`src/rtl/fifo_seq_pkg.sv`:
```
package fifo_seq_pkg;
  localparam int unsigned NUM_REQ    = 16;
  localparam int unsigned NUM_GRP    = 4;
  localparam int unsigned NUM_SLOTS  = 16;
  localparam int unsigned IDX_W      = 4;
  localparam int unsigned REG_W      = 32;
  localparam int unsigned SLOT_W     = $clog2(NUM_SLOTS);
  localparam int unsigned SLOTS_PER_REG = REG_W / IDX_W;

  typedef logic [IDX_W-1:0]  fifo_idx_t;
  typedef logic [SLOT_W-1:0] slot_t;
endpackage

```
`src/rtl/seq_req_latch.sv`:
```
module seq_req_latch
  import fifo_seq_pkg::*;
#(
  parameter int unsigned N_REQ = NUM_REQ,
  parameter int unsigned N_GRP = NUM_GRP
) (
  input  logic             clk,
  input  logic             rst_n,
  input  logic [N_REQ-1:0] stream_req,
  input  logic [N_GRP-1:0] group_req,
  input  logic             group_mode,
  input  logic [N_REQ-1:0] req_mask,
  input  logic             clear_set,
  input  logic             busy,
  output logic             fire
);
  localparam int unsigned PAD_W = N_REQ - N_GRP;

  logic [N_REQ-1:0] lat_q;
  logic [N_REQ-1:0] eff_src;
  logic [N_REQ-1:0] eff_mask;
  logic [N_REQ-1:0] drop_mask;
  logic             clr_q;
  logic             all_seen;

  // Mode selects which request source and which mask bits are live
  always_comb begin
    if (group_mode) begin
      eff_src  = {{PAD_W{1'b0}}, group_req};
      eff_mask = {{PAD_W{1'b0}}, req_mask[N_GRP-1:0]};
    end else begin
      eff_src  = stream_req;
      eff_mask = req_mask;
    end
  end

  assign all_seen  = (eff_mask != '0) && ((lat_q & eff_mask) == eff_mask);
  assign fire      = all_seen && !busy && !clr_q;
  assign drop_mask = (fire || clr_q) ? eff_mask : '0;

  // Self-clearing discard flag: lives for one cycle per strobe
  always_ff @(posedge clk or negedge rst_n) begin
    if (!rst_n) clr_q <= 1'b0;
    else        clr_q <= clear_set;
  end

  // Sticky flags; arrivals in the consuming cycle survive
  always_ff @(posedge clk or negedge rst_n) begin
    if (!rst_n) lat_q <= '0;
    else        lat_q <= (lat_q & ~drop_mask) | eff_src;
  end

  p_consume_r4: assert property (@(posedge clk) disable iff (!rst_n)
    fire |=> ((lat_q & $past(eff_mask) & ~$past(eff_src)) == '0));

  p_clear_wipes_r5: assert property (@(posedge clk) disable iff (!rst_n)
    clr_q |=> ((lat_q & $past(eff_mask) & ~$past(eff_src)) == '0));

  p_empty_mask_r10: assert property (@(posedge clk) disable iff (!rst_n)
    (eff_mask == '0) |-> !fire);
endmodule

```
`src/rtl/seq_order_table.sv`:
```
module seq_order_table
  import fifo_seq_pkg::*;
#(
  parameter int unsigned SLOTS = NUM_SLOTS,
  parameter int unsigned W     = IDX_W,
  parameter int unsigned RW    = REG_W
) (
  input  logic [RW-1:0]              tbl_lo,
  input  logic [RW-1:0]              tbl_hi,
  input  logic [$clog2(SLOTS)-1:0]   slot,
  output logic [W-1:0]               fifo
);
  localparam int unsigned PER_REG = RW / W;

  logic [W-1:0] entry [SLOTS];

  // Unpack two packed registers into a slot array
  for (genvar g = 0; g < SLOTS; g++) begin : g_slot
    if (g < PER_REG) begin : g_lo
      assign entry[g] = tbl_lo[g*W +: W];
    end else begin : g_hi
      assign entry[g] = tbl_hi[(g-PER_REG)*W +: W];
    end
  end

  assign fifo = entry[slot];
endmodule

```
`src/rtl/seq_slot_walker.sv`:
```
module seq_slot_walker
  import fifo_seq_pkg::*;
#(
  parameter int unsigned SLOTS = NUM_SLOTS
) (
  input  logic                     clk,
  input  logic                     rst_n,
  input  logic                     start,
  input  logic [$clog2(SLOTS)-1:0] first_slot,
  input  logic [$clog2(SLOTS)-1:0] last_slot,
  input  logic                     out_ready,
  output logic                     out_valid,
  output logic [$clog2(SLOTS)-1:0] out_slot,
  output logic                     done
);
  localparam int unsigned SW = $clog2(SLOTS);
  localparam logic [SW-1:0] TOP_SLOT = SW'(SLOTS - 1);

  logic          busy_q;
  logic [SW-1:0] slot_q;
  logic          done_q;
  logic          xfer;
  logic [SW-1:0] slot_next;

  assign xfer      = busy_q && out_ready;
  assign slot_next = (slot_q == TOP_SLOT) ? '0 : slot_q + 1'b1;

  always_ff @(posedge clk or negedge rst_n) begin
    if (!rst_n) begin
      busy_q <= 1'b0;
      slot_q <= '0;
      done_q <= 1'b0;
    end else begin
      done_q <= 1'b0;
      if (!busy_q) begin
        if (start) begin
          busy_q <= 1'b1;
          slot_q <= first_slot;
        end
      end else if (xfer) begin
        if (slot_q == last_slot) begin
          busy_q <= 1'b0;
          done_q <= 1'b1;
        end else begin
          slot_q <= slot_next;
        end
      end
    end
  end

  assign out_valid = busy_q;
  assign out_slot  = slot_q;
  assign done      = done_q;

  p_walk_start_r7: assert property (@(posedge clk) disable iff (!rst_n)
    (start && !out_valid) |=> (out_valid && out_slot == $past(first_slot)));

  p_hold_r8: assert property (@(posedge clk) disable iff (!rst_n)
    (out_valid && !out_ready) |=> (out_valid && $stable(out_slot)));

  p_done_after_last_r9: assert property (@(posedge clk) disable iff (!rst_n)
    done |-> (!out_valid && $past(out_valid && out_ready)));
endmodule

```
`src/rtl/fifo_slot_sequencer.sv`:
```
module fifo_slot_sequencer
  import fifo_seq_pkg::*;
(
  input  logic                 clk,
  input  logic                 rst_n,
  input  logic [NUM_REQ-1:0]   stream_req,
  input  logic [NUM_GRP-1:0]   group_req,
  input  logic                 cfg_group_mode,
  input  logic [NUM_REQ-1:0]   cfg_req_mask,
  input  logic [SLOT_W-1:0]    cfg_first_slot,
  input  logic [SLOT_W-1:0]    cfg_last_slot,
  input  logic [REG_W-1:0]     cfg_order_lo,
  input  logic [REG_W-1:0]     cfg_order_hi,
  input  logic                 req_clear,
  input  logic                 idx_ready,
  output logic                 activate,
  output logic                 idx_valid,
  output logic [IDX_W-1:0]     idx_fifo,
  output logic                 walk_done
);
  logic  fire;
  logic  walking;
  slot_t cur_slot;

  seq_req_latch #(.N_REQ(NUM_REQ), .N_GRP(NUM_GRP)) u_latch (
    .clk        (clk),
    .rst_n      (rst_n),
    .stream_req (stream_req),
    .group_req  (group_req),
    .group_mode (cfg_group_mode),
    .req_mask   (cfg_req_mask),
    .clear_set  (req_clear),
    .busy       (walking),
    .fire       (fire)
  );

  seq_slot_walker #(.SLOTS(NUM_SLOTS)) u_walker (
    .clk        (clk),
    .rst_n      (rst_n),
    .start      (fire),
    .first_slot (cfg_first_slot),
    .last_slot  (cfg_last_slot),
    .out_ready  (idx_ready),
    .out_valid  (walking),
    .out_slot   (cur_slot),
    .done       (walk_done)
  );

  seq_order_table #(.SLOTS(NUM_SLOTS), .W(IDX_W), .RW(REG_W)) u_table (
    .tbl_lo (cfg_order_lo),
    .tbl_hi (cfg_order_hi),
    .slot   (cur_slot),
    .fifo   (idx_fifo)
  );

  assign activate  = fire;
  assign idx_valid = walking;

  p_no_start_in_walk_r9: assert property (@(posedge clk) disable iff (!rst_n)
    idx_valid |-> !activate);

  p_act_pulse_r2: assert property (@(posedge clk) disable iff (!rst_n)
    activate |=> !activate);
endmodule

```
`config.mk`:
```
export PLATFORM = sky130hd
export DESIGN_NAME = fifo_slot_sequencer
export DESIGN_NICKNAME = d
export VERILOG_FILES = /design/src/rtl/fifo_seq_pkg.sv /design/src/rtl/seq_req_latch.sv /design/src/rtl/seq_order_table.sv /design/src/rtl/seq_slot_walker.sv /design/src/rtl/fifo_slot_sequencer.sv
export SDC_FILE = /design/constraint.sdc
export NUM_CORES = 1
export LEC_CHECK = 0
export ABC_AREA = 1
export CAP_MARGIN = 15
export CORE_ASPECT_RATIO = 2
export CORE_MARGIN = 1.5
export CORE_UTILIZATION = 40
export CTS_CLUSTER_DIAMETER = 50
export DETAILED_ROUTE_END_ITERATION = 10
export MAX_ROUTING_LAYER = met4
export PLACE_DENSITY_LB_ADDON = 0.3
export SYNTH_ARGS = -nofsm -noshare
export SYNTH_HDL_FRONTEND = slang
export SYNTH_SLANG_ARGS = --single-unit
```
`constraint.sdc`:
```
create_clock -name clk -period 2.7 [get_ports clk]
set_clock_uncertainty 0.1 [all_clocks]
set_input_delay 0.54 -clock clk [delete_from_list [all_inputs] [get_ports clk]]
set_output_delay 0.54 -clock clk [all_outputs]
set_load 0.05 [all_outputs]
```
==> impl_metrics.json, run 1 <==
{
  "grt_first_pass_wirelength_mm": 9.984,
  "leakage_nw": 1.485,
  "crit_chain": "clkdlybuf4s50_1, nand3_1, nand2_1, nor2_1, nand2_1, nor2_2, nand3_1, inv_1, buf_12",
  "final.period_utilization_pct": 96.86,
  "drv_slew": 0,
  "drive_above_1_share_pct": 5.046,
  "antenna_found_initial": 0,
  "clock_sinks": 23,
  "end_kind": "output pin",
  "dp_hpwl_mm": 5.394,
  "clk_path_buf_depth": 2,
  "fmax_ghz": 0.3824,
  "nets": 551,
  "synth_area_sq_um": 1934,
  "viasPerCell": 5.228,
  "path_clk_slew_ns": 0.08,
  "drt-total-wl_mm": 6.744,
  "grt_max_degree": 38,
  "place_congestion": 0.8591,
  "finalNonFillerCells": 491,
  "syn_inst": 321,
  "ctsHoldBuffers": 0,
  "p_sw_mw": 1.157,
  "avgRoutedWirePerCell_um": 13.74,
  "required_ns": 2.06,
  "ys_warn_count": 0,
  "intPower_mw": 1.107,
  "first_pass_iters": 4,
  "dr_total_vias": 2567,
  "cts_root_buf": "clkbuf_8",
  "syn_avg_cell_area_sq_um": 6.026,
  "start_kind": "input port",
  "status": "complete, no violations",
  "cp_slowest_cell": "clkdlybuf4s50_1",
  "diodes": 0,
  "hp-class": "reg -> reg",
  "die_y_um": 101.3,
  "finalSetupTns_ns": 0,
  "dp.cells": 487,
  "initial_utilization_pct": 41.67,
  "drc": 0,
  "period_needed_ns": 2.615,
  "grt_pass1_vias": 2370,
  "slowest_delay_ns": 0.50,
  "cts_inserted_buffers": 3,
  "power_mw": 2.264,
  "cts_tree": "yes",
  "path_class": "in -> out",
  "h-tree-depth": 1,
  "path_buf_inv": 3,
  "crit_fanout": 3,
  "synth_cell_types": 24,
  "rsz0062_at_grt": "no",
  "clk_latency_ns": 0.27,
  "ant_nets": 0,
  "relSlewSlack_pct": 66.97,
  "worstPathArrival_ns": 1.98,
  "cts_resized": 2,
  "power_frac_clock_pct": 9.9,
  "synthesis.nets": 435,
  "p_sw_share_pct": 51.12,
  "irDropWorstVdd_mv": 0.7437,
  "die-area_sq_um": 5287,
  "grt_remaining_overflow": 0,
  "power_density_nw_per_um2": 701.7,
  "hold_ws_ns": 0.3735,
  "post_cts_buffers": 0,
  "tightest_slew_ns": 0.4940,
  "critical_path.top_delay_family": "buffers and inverters",
  "numPortBuffers": 119,
  "ios": 120,
  "drtIter0Drc": 59,
  "grt_util_all_layers_pct": 25.21,
  "postLayoutSetupSlackWorst_ns": 0.08474,
  "dieWidth_um": 52.17,
  "dp_slack_ns": 0.02835,
  "setup_viol": 0,
  "cap_violations": 0,
  "seqPwrFrac_pct": 21.7,
  "rows": 35,
  "core_sq_um": 4642,
  "power_frac_comb_pct": 68.4,
  "area_growth_pct": 66.82,
  "hold_viol": 0,
  "seq_area_frac_synth_pct": 29.75,
  "ys_ff_latch": 23
}
==> synth_stat cells <==
library cell / instances / area share (%)
nand2_1: 94 / 18
nor2_1: 55 / 11
o21ai_0: 45 / 12
nand3_1: 28 / 7.2
dfrtp_1: 23 / 30
inv_1: 23 / 4.5
clkbuf_1: 11 / 2.1
o22ai_1: 9 / 2.9
o221ai_1: 7 / 3.2
nand3b_1: 5 / 1.9
a21oi_1: 3 / 0.78
buf_2: 2 / 0.52
buf_6: 2 / 1.2
nand2_2: 2 / 0.65
xnor2_1: 2 / 0.91
xor2_1: 2 / 0.91
buf_1: 1 / 0.19
ha_1: 1 / 0.65
inv_2: 1 / 0.19
nand2_4: 1 / 0.58
nand4_1: 1 / 0.32
nor2_2: 1 / 0.32
nor3_1: 1 / 0.26
o211ai_1: 1 / 0.39
==> state kept, by name, indices dropped and copies added, names as in the netlist <==
name / cells
u_walker.done: 1
u_walker.out_slot: 4
u_walker.out_valid: 1
u_latch.lat_q: 16
u_latch.clr_q: 1
==> per-stage QoR <==
step / util (%) / instance area (sq um)
detailed placement: 68.44 / 3177
CTS: 69.51 / 3227
finish: 69.51 / 3227
floorplan: - / 1934
global route: 69.51 / 3227
global placement: 68.44 / 3177
==> cell families after synthesis <==
group                    count (synthesis)  share of synthesized area, %
AND/OR/NAND/NOR                        188                         40.23
AO/OA/AOI/OAI                           65                         18.89
buffers and inverters                   40                         8.667
flip-flops                              23                         29.75
XOR/XNOR                                 4                         1.811
adder cells (fa/ha/maj)                  1                        0.6467
==> placed cells by master, fill, tap and decap left out, types with 2 or more instances in the layout <==
cell	count
clkdlybuf4s50_1	113
nand2_1	94
nor2_1	55
o21ai_0	45
nand3_1	28
inv_1	23
dfrtp_1	23
buf_4	12
o22ai_1	9
o221ai_1	7
nand3b_1	5
a21oi_1	3
clkbuf_8	3
nand2_2	2
xor2_1	2
xnor2_1	2
==> layer usage <==
metal / routed length (um) / GRT usage (%) / vias to the layer above
met5: 0 / - / -
met4: 137 / 9.270 / 0
met3: 495 / 3.245 / 14
met2: 3729 / 50.44 / 111
met1: 2381 / 22.48 / 1162
li1: - / - / 1280
==> power by group through the flow <==
stage | clock network (mW) | registers [mW] | logic [mW]
5_1_grt | 0.242 | 0.501 | 1.68
4_1_cts | 0.227 | 0.491 | 1.55
3_3_place_gp | 0 | 0.494 | 1.52
6_report | 0.225 | 0.491 | 1.55
3_5_place_dp | 0 | 0.498 | 1.54
2_1_floorplan | 0 | 0.495 | 1.02
==> path summary, 6_finish.rpt <==
check | from | endpoint | slack (ns) | depth (start not counted)
hold reg to reg | u_latch.lat_q[10]$_DFF_PN0_ | u_latch.lat_q[10]$_DFF_PN0_ | 0.37 | 2
setup / recovery | cfg_req_mask[15] | activate | 0.08 | 9
hold / removal | u_latch.lat_q[10]$_DFF_PN0_ | u_latch.lat_q[10]$_DFF_PN0_ | 0.37 | 2
setup reg to reg | u_walker.out_valid$_DFF_PN0_ | u_walker.out_slot[3]$_DFFE_PN0P_ | 0.91 | 11
max in group asynchronous | rst_n | u_walker.out_slot[1]$_DFFE_PN0P_ | 1.75 | 2
min in group asynchronous | rst_n | u_latch.lat_q[4]$_DFF_PN0_ | 0.51 | 2
==> worst min-delay path: stages, from the launching register on <==
cell,delay (ns)
dfrtp_1,0.35
nand2_1,0.05
nand2_1,0.05
==> cell type report <==
type	instances	area, sq um
clock buffer	3	41.29
clock inverter	1	7.507
fill	424	1415
inverter	24	92.59
multi-input combinational	258	1191
sequential	23	575.6
tap	55	68.82
timing repair buffer	127	1250
(Power assumes the default switching activity.)
==> run 2: changes to the inputs <==
==> constraint.sdc (replaced) <==
create_clock -name clk -period 3.3 [get_ports clk]
set_clock_uncertainty 0.1 [all_clocks]
set_input_delay 0.66 -clock clk [delete_from_list [all_inputs] [get_ports clk]]
set_output_delay 0.66 -clock clk [all_outputs]
set_load 0.05 [all_outputs]
==> impl_metrics.json, run 2 (synthesis gave the netlist of run 1 again) <==
{
  "status": "complete, no violations",
  "cts_resized": 0,
  "cts_root_buf": "clkbuf_8",
  "avgRoutedWirePerCell_um": 13.64,
  "drc": 0,
  "path_class": "in -> out",
  "ctsHoldBuffers": 0,
  "place_congestion": 0.9213,
  "largest_reg_flops": 16,
  "drv_slew": 0,
  "hold_ws_ns": 0.3725,
  "leakage_nw": 1.479,
  "grt_util_all_layers_pct": 25.95,
  "fmax_ghz": 0.3271,
  "hold_viol": 0,
  "cts_tree": "yes",
  "hp-class": "reg -> reg",
  "numPortBuffers": 119,
  "rows": 35,
  "crit_fanout": 31,
  "die-area_sq_um": 5287,
  "area_growth_pct": 65.85,
  "rsz0062_at_grt": "no",
  "finalSetupTns_ns": 0,
  "period_needed_ns": 3.057,
  "n_fill_cell": 418,
  "critical_path.top_delay_family": "buffers and inverters",
  "dieWidth_um": 52.17,
  "start_kind": "input port",
  "initial_utilization_pct": 41.67,
  "irDropWorstVdd_mv": 0.6229,
  "antenna_found_initial": 0,
  "dp.cells": 485,
  "final_cell_mix": "clkdlybuf4s50_1, nand2_1, nor2_1",
  "grt_remaining_overflow": 0,
  "ff2ff_setup_slack_ns": 1.62,
  "cp_slowest_cell": "clkdlybuf4s50_1",
  "top_register": "u_latch.lat_q",
  "drt-total-wl_mm": 6.668,
  "core_sq_um": 4642,
  "die_y_um": 101.3,
  "crit_path_frequent_cell": "nand2_1",
  "finalNonFillerCells": 489,
  "slowest_delay_ns": 0.51,
  "cap_violations": 0,
  "power_density_nw_per_um2": 574.5,
  "viasPerCell": 5.190,
  "clk_path_buf_depth": 2,
  "first_pass_iters": 4,
  "diodes": 0,
  "relSlewSlack_pct": 66.04,
  "ant_nets": 0,
  "clock_sinks": 23,
  "cts_inserted_buffers": 3,
  "grt_pass1_vias": 2441,
  "clk_latency_ns": 0.27,
  "path_clk_slew_ns": 0.08,
  "post_cts_buffers": 0,
  "finalCoreUtilization_pct": 69.11,
  "nets": 549,
  "end_kind": "output pin",
  "drive_above_1_share_pct": 4.608,
  "tightest_slew_ns": 0.5079,
  "dr_total_vias": 2538,
  "drtIter0Drc": 63,
  "required_ns": 2.54,
  "final.period_utilization_pct": 92.65,
  "crit_chain": "clkdlybuf4s50_1, inv_2, nand3b_1, nand2_1, nor2_1, nand2_1, nor2_2, nand3_1, inv_1, buf_12",
  "ios": 120,
  "grt_max_degree": 38,
  "h-tree-depth": 1,
  "grt_first_pass_wirelength_mm": 10.23,
  "dp_hpwl_mm": 5.429,
  "final_common_cell": "clkdlybuf4s50_1",
  "setup_viol": 0,
  "path_buf_inv": 4,
  "worstPathArrival_ns": 2.30
}
## run 2: changes by cell type in the layout (fill, tap and decap cells not counted), sizes merged
cell / before / now
buf: 13 / 11
clkdlybuf4s50: 113 / 114
clkinv: 0 / 1
clkinvlp: 1 / 0
dlygate4sd2: 1 / 0
## run 2: layer usage
metal / routed length, um / GRT usage (%) / vias up / part of all wire, %
met4: 315 / 14.60 / 0 / 4.7
met2: 3553 / 49.76 / 111 / 53
met3: 533 / 3.835 / 24 / 8.0
met1: 2267 / 22.51 / 1126 / 34
li1: - / - / 1277 / -
met5: 0 / - / - / 0
## run 2: through the flow
stage	instance area, sq um	setup WS (ns)	total power [mW]
floorplan	1934	0.8955	1.240
global placement	3162	0.2886	1.649
detailed placement	3162	0.2771	1.674
CTS	3208	0.2606	1.852
global route	3208	0.09700	1.982
finish	3208	0.2427	1.843
## run 2: final timing paths
check,from,end,cells past startpoint
setup / recovery,cfg_group_mode,activate,10
hold / removal,u_latch.lat_q[7]$_DFF_PN0_,u_latch.lat_q[7]$_DFF_PN0_,2
setup reg to reg,u_walker.out_valid$_DFF_PN0_,u_walker.out_slot[2]$_DFFE_PN0P_,10
hold reg to reg,u_latch.lat_q[7]$_DFF_PN0_,u_latch.lat_q[7]$_DFF_PN0_,2
max in group asynchronous,rst_n,u_walker.done$_DFF_PN0_,2
min in group asynchronous,rst_n,u_latch.lat_q[4]$_DFF_PN0_,2
## run 2: layout make-up
type	count	area [sq um]	area share, %
clock inverters	1	5.005	0.1560
flip-flops and latches	23	575.6	17.94
repair buffers	125	1236	38.53
clock buffers	3	41.29	1.287
multi-input cells	258	1191	37.13
well taps	55	68.82	2.145
inverters	24	90.09	2.808
## run 2: power by group
group / leakage (nW) / internal, mW / switching [mW]
sequential: 0.251 / 0.340 / 0.0626
combinational: 1.20 / 0.478 / 0.789
clock: 0.0255 / 0.0844 / 0.0895
## run 2: worst register-to-register path, cell delays in order (launching register included)
cell	delay, ns
dfrtp_1	0.46
a21oi_1	0.14
nand2_1	0.06
nor2_1	0.09
nand2_1	0.08
nor2_2	0.11
nand3_1	0.15
nand2_2	0.13
nand2_1	0.11
nand2_1	0.08
nand2_1	0.05
==> run 3: changes to the inputs <==
--- a/config.mk
+++ b/config.mk
@@ -7,9 +7,10 @@
 export LEC_CHECK = 0
 export ABC_AREA = 1
 export CAP_MARGIN = 15
-export CORE_ASPECT_RATIO = 2
+export CORE_ASPECT_RATIO = 0.75
 export CORE_MARGIN = 1.5
-export CORE_UTILIZATION = 40
+export CORE_UTILIZATION = 41
+export CTS_BUF_LIST = sky130_fd_sc_hd__clkbuf_4 sky130_fd_sc_hd__clkbuf_8
 export CTS_CLUSTER_DIAMETER = 50
 export DETAILED_ROUTE_END_ITERATION = 10
 export MAX_ROUTING_LAYER = met4
==> impl_metrics.json, run 3 (synthesis gave the netlist of run 1 again) <==
{
  "status": "complete, no violations",
  "power_frac_clock_pct": 10.0,
  "die-area_sq_um": 5143,
  "cts_inserted_buffers": 3,
  "setup_viol": 0,
  "final_cell_mix": "clkdlybuf4s50_1, nand2_1, nor2_1",
  "r2r_cells": 10,
  "dieWidth_um": 82.32,
  "largest_reg_flops": 16,
  "nets": 549,
  "relSlewSlack_pct": 52.77,
  "critical_path.top_delay_family": "buffers and inverters",
  "start_kind": "input port",
  "first_pass_iters": 4,
  "leakage_nw": 1.479,
  "finalSetupTns_ns": 0,
  "busiest_layer": "met2",
  "startpoint": "cfg_group_mode",
  "post_cts_buffers": 0,
  "tightest_slew_ns": 0.7077,
  "path_clk_slew_ns": 0.08,
  "initial_utilization_pct": 43.05,
  "seqPwrFrac_pct": 21.8,
  "core_sq_um": 4493,
  "crit_cells": 9,
  "irDropWorstVdd_mv": 0.5272,
  "hold_depth": 2,
  "top_register": "u_latch.lat_q",
  "power_density_nw_per_um2": 576.1,
  "clk_latency_ns": 0.27,
  "p_sw_mw": 0.9379,
  "hold_ws_ns": 0.3844,
  "grt_util_all_layers_pct": 25.19,
  "reg2reg_to": "u_walker.out_slot[2]$_DFFE_PN0P_",
  "numPortBuffers": 119,
  "grt_use_met3_pct": 3.650,
  "power_frac_comb_pct": 68.2,
  "viasPerCell": 5.092,
  "rows": 21,
  "hp-start": "u_latch.lat_q[5]$_DFF_PN0_",
  "avgRoutedWirePerCell_um": 12.77,
  "p_sw_share_pct": 50.67,
  "grt_pass1_vias": 2122,
  "clock_sinks": 23,
  "worstPathArrival_ns": 2.29,
  "ctsHoldBuffers": 0,
  "hp-class": "reg -> reg",
  "ff2ff_setup_slack_ns": 1.56,
  "required_ns": 2.54,
  "path_class": "in -> out",
  "cts_root_buf": "clkbuf_8",
  "cp_slowest_cell": "clkdlybuf4s50_1",
  "r2r_start": "u_walker.out_valid$_DFF_PN0_",
  "die_y_um": 62.49,
  "slowest_delay_ns": 0.43,
  "period_needed_ns": 3.049,
  "rsz0062_at_grt": "no",
  "path_buf_inv": 4,
  "dp_hpwl_mm": 4.944,
  "grtUsageMet2_pct": 38.62,
  "hold_viol": 0,
  "grt_remaining_overflow": 0,
  "crit_chain": "clkdlybuf4s50_1, inv_2, o21ai_0, nand2_1, nor2_1, nand2_1, nand3_1, inv_1, buf_12",
  "cap_violations": 0,
  "final_common_cell": "clkdlybuf4s50_1",
  "grt_first_pass_wirelength_mm": 9.956,
  "use_met1_pct": 36.44,
  "ios": 120,
  "intPower_mw": 0.9132,
  "antenna_found_initial": 0,
  "drive_above_1_share_pct": 4.608,
  "min_to": "u_latch.lat_q[5]$_DFF_PN0_",
  "drc": 0,
  "drtIter0Drc": 243,
  "drv_slew": 0,
  "crit_fanout": 32,
  "drt-total-wl_mm": 6.269,
  "ant_nets": 0,
  "end_kind": "output pin",
  "h-tree-depth": 1,
  "cts_tree": "yes",
  "grt_max_degree": 38,
  "place_congestion": 0.9297,
  "final.period_utilization_pct": 92.38,
  "clk_path_buf_depth": 2,
  "diodes": 0,
  "dr_total_vias": 2500,
  "crit_path_frequent_cell": "nand2_1",
  "fmax_ghz": 0.3280,
  "cts_resized": 0,
  "area_growth_pct": 66.11
}
-- run 3: cell types whose count changed in the layout (fill, tap and decap cells not counted), sizes merged --
cell    previous run  this run
clkinv             1         0
clkbuf             3         4
-- run 3: layer usage --
layer  vias up  wire length (um)  share of wire, %
li1       1279                 -                 -
met1      1137              2911                46
met2        82              2940                47
met3         2               407               6.5
met4         0                10              0.16
met5         -                 0                 0
-- run 3: power by group through the flow --
stage / combinational [mW] / clock [mW] / sequential, mW
floorplan: 0.836 / 0 / 0.405
global placement: 1.23 / 0 / 0.404
detailed placement: 1.25 / 0 / 0.407
CTS: 1.26 / 0.186 / 0.401
global route: 1.39 / 0.202 / 0.412
finish: 1.26 / 0.186 / 0.403
-- run 3: worst reg2reg max path: stages (launching register included) --
cell     delay [ns]
dfrtp_1        0.47
a21oi_1        0.15
nand2_1        0.06
nor2_1         0.13
nand2_1        0.08
nor2_2         0.12
nand3_1        0.13
nand2_2        0.13
nand2_1        0.13
nand2_1        0.09
nand2_1        0.06
-- run 3: cell type report --
| class | count | area (sq um) |
|---|---|---|
| Multi-Input combinational cell | 258 | 1191 |
| Inverter | 24 | 90.09 |
| Fill cell | 387 | 1280 |
| Timing Repair Buffer | 125 | 1236 |
| Clock buffer | 4 | 48.80 |
| Tap cell | 57 | 71.32 |
| Sequential cell | 23 | 575.6 |
-- run 3: metrics by stage --
stage | cells | power [mW] | util (%) | cell area (sq um) | setup WS [ns]
after floorplan | 321 | 1.240 | - | 1934 | 0.8955
after global placement | 487 | 1.636 | 70.43 | 3164 | 0.3220
after detailed placement | 487 | 1.661 | 70.43 | 3164 | 0.2711
after CTS | 491 | 1.846 | 71.51 | 3213 | 0.2733
after global routing | 491 | 2.003 | 71.51 | 3213 | 0.06398
final | 491 | 1.851 | 71.51 | 3213 | 0.2514
-- run 3: worst max-delay path by stage --
stage,endpoint,slack (ns)
2_1_floorplan,activate,0.90
4_1_cts,activate,0.27
6_report,activate,0.25
3_5_place_dp,activate,0.27
5_1_grt,activate,0.06
3_3_place_gp,activate,0.32
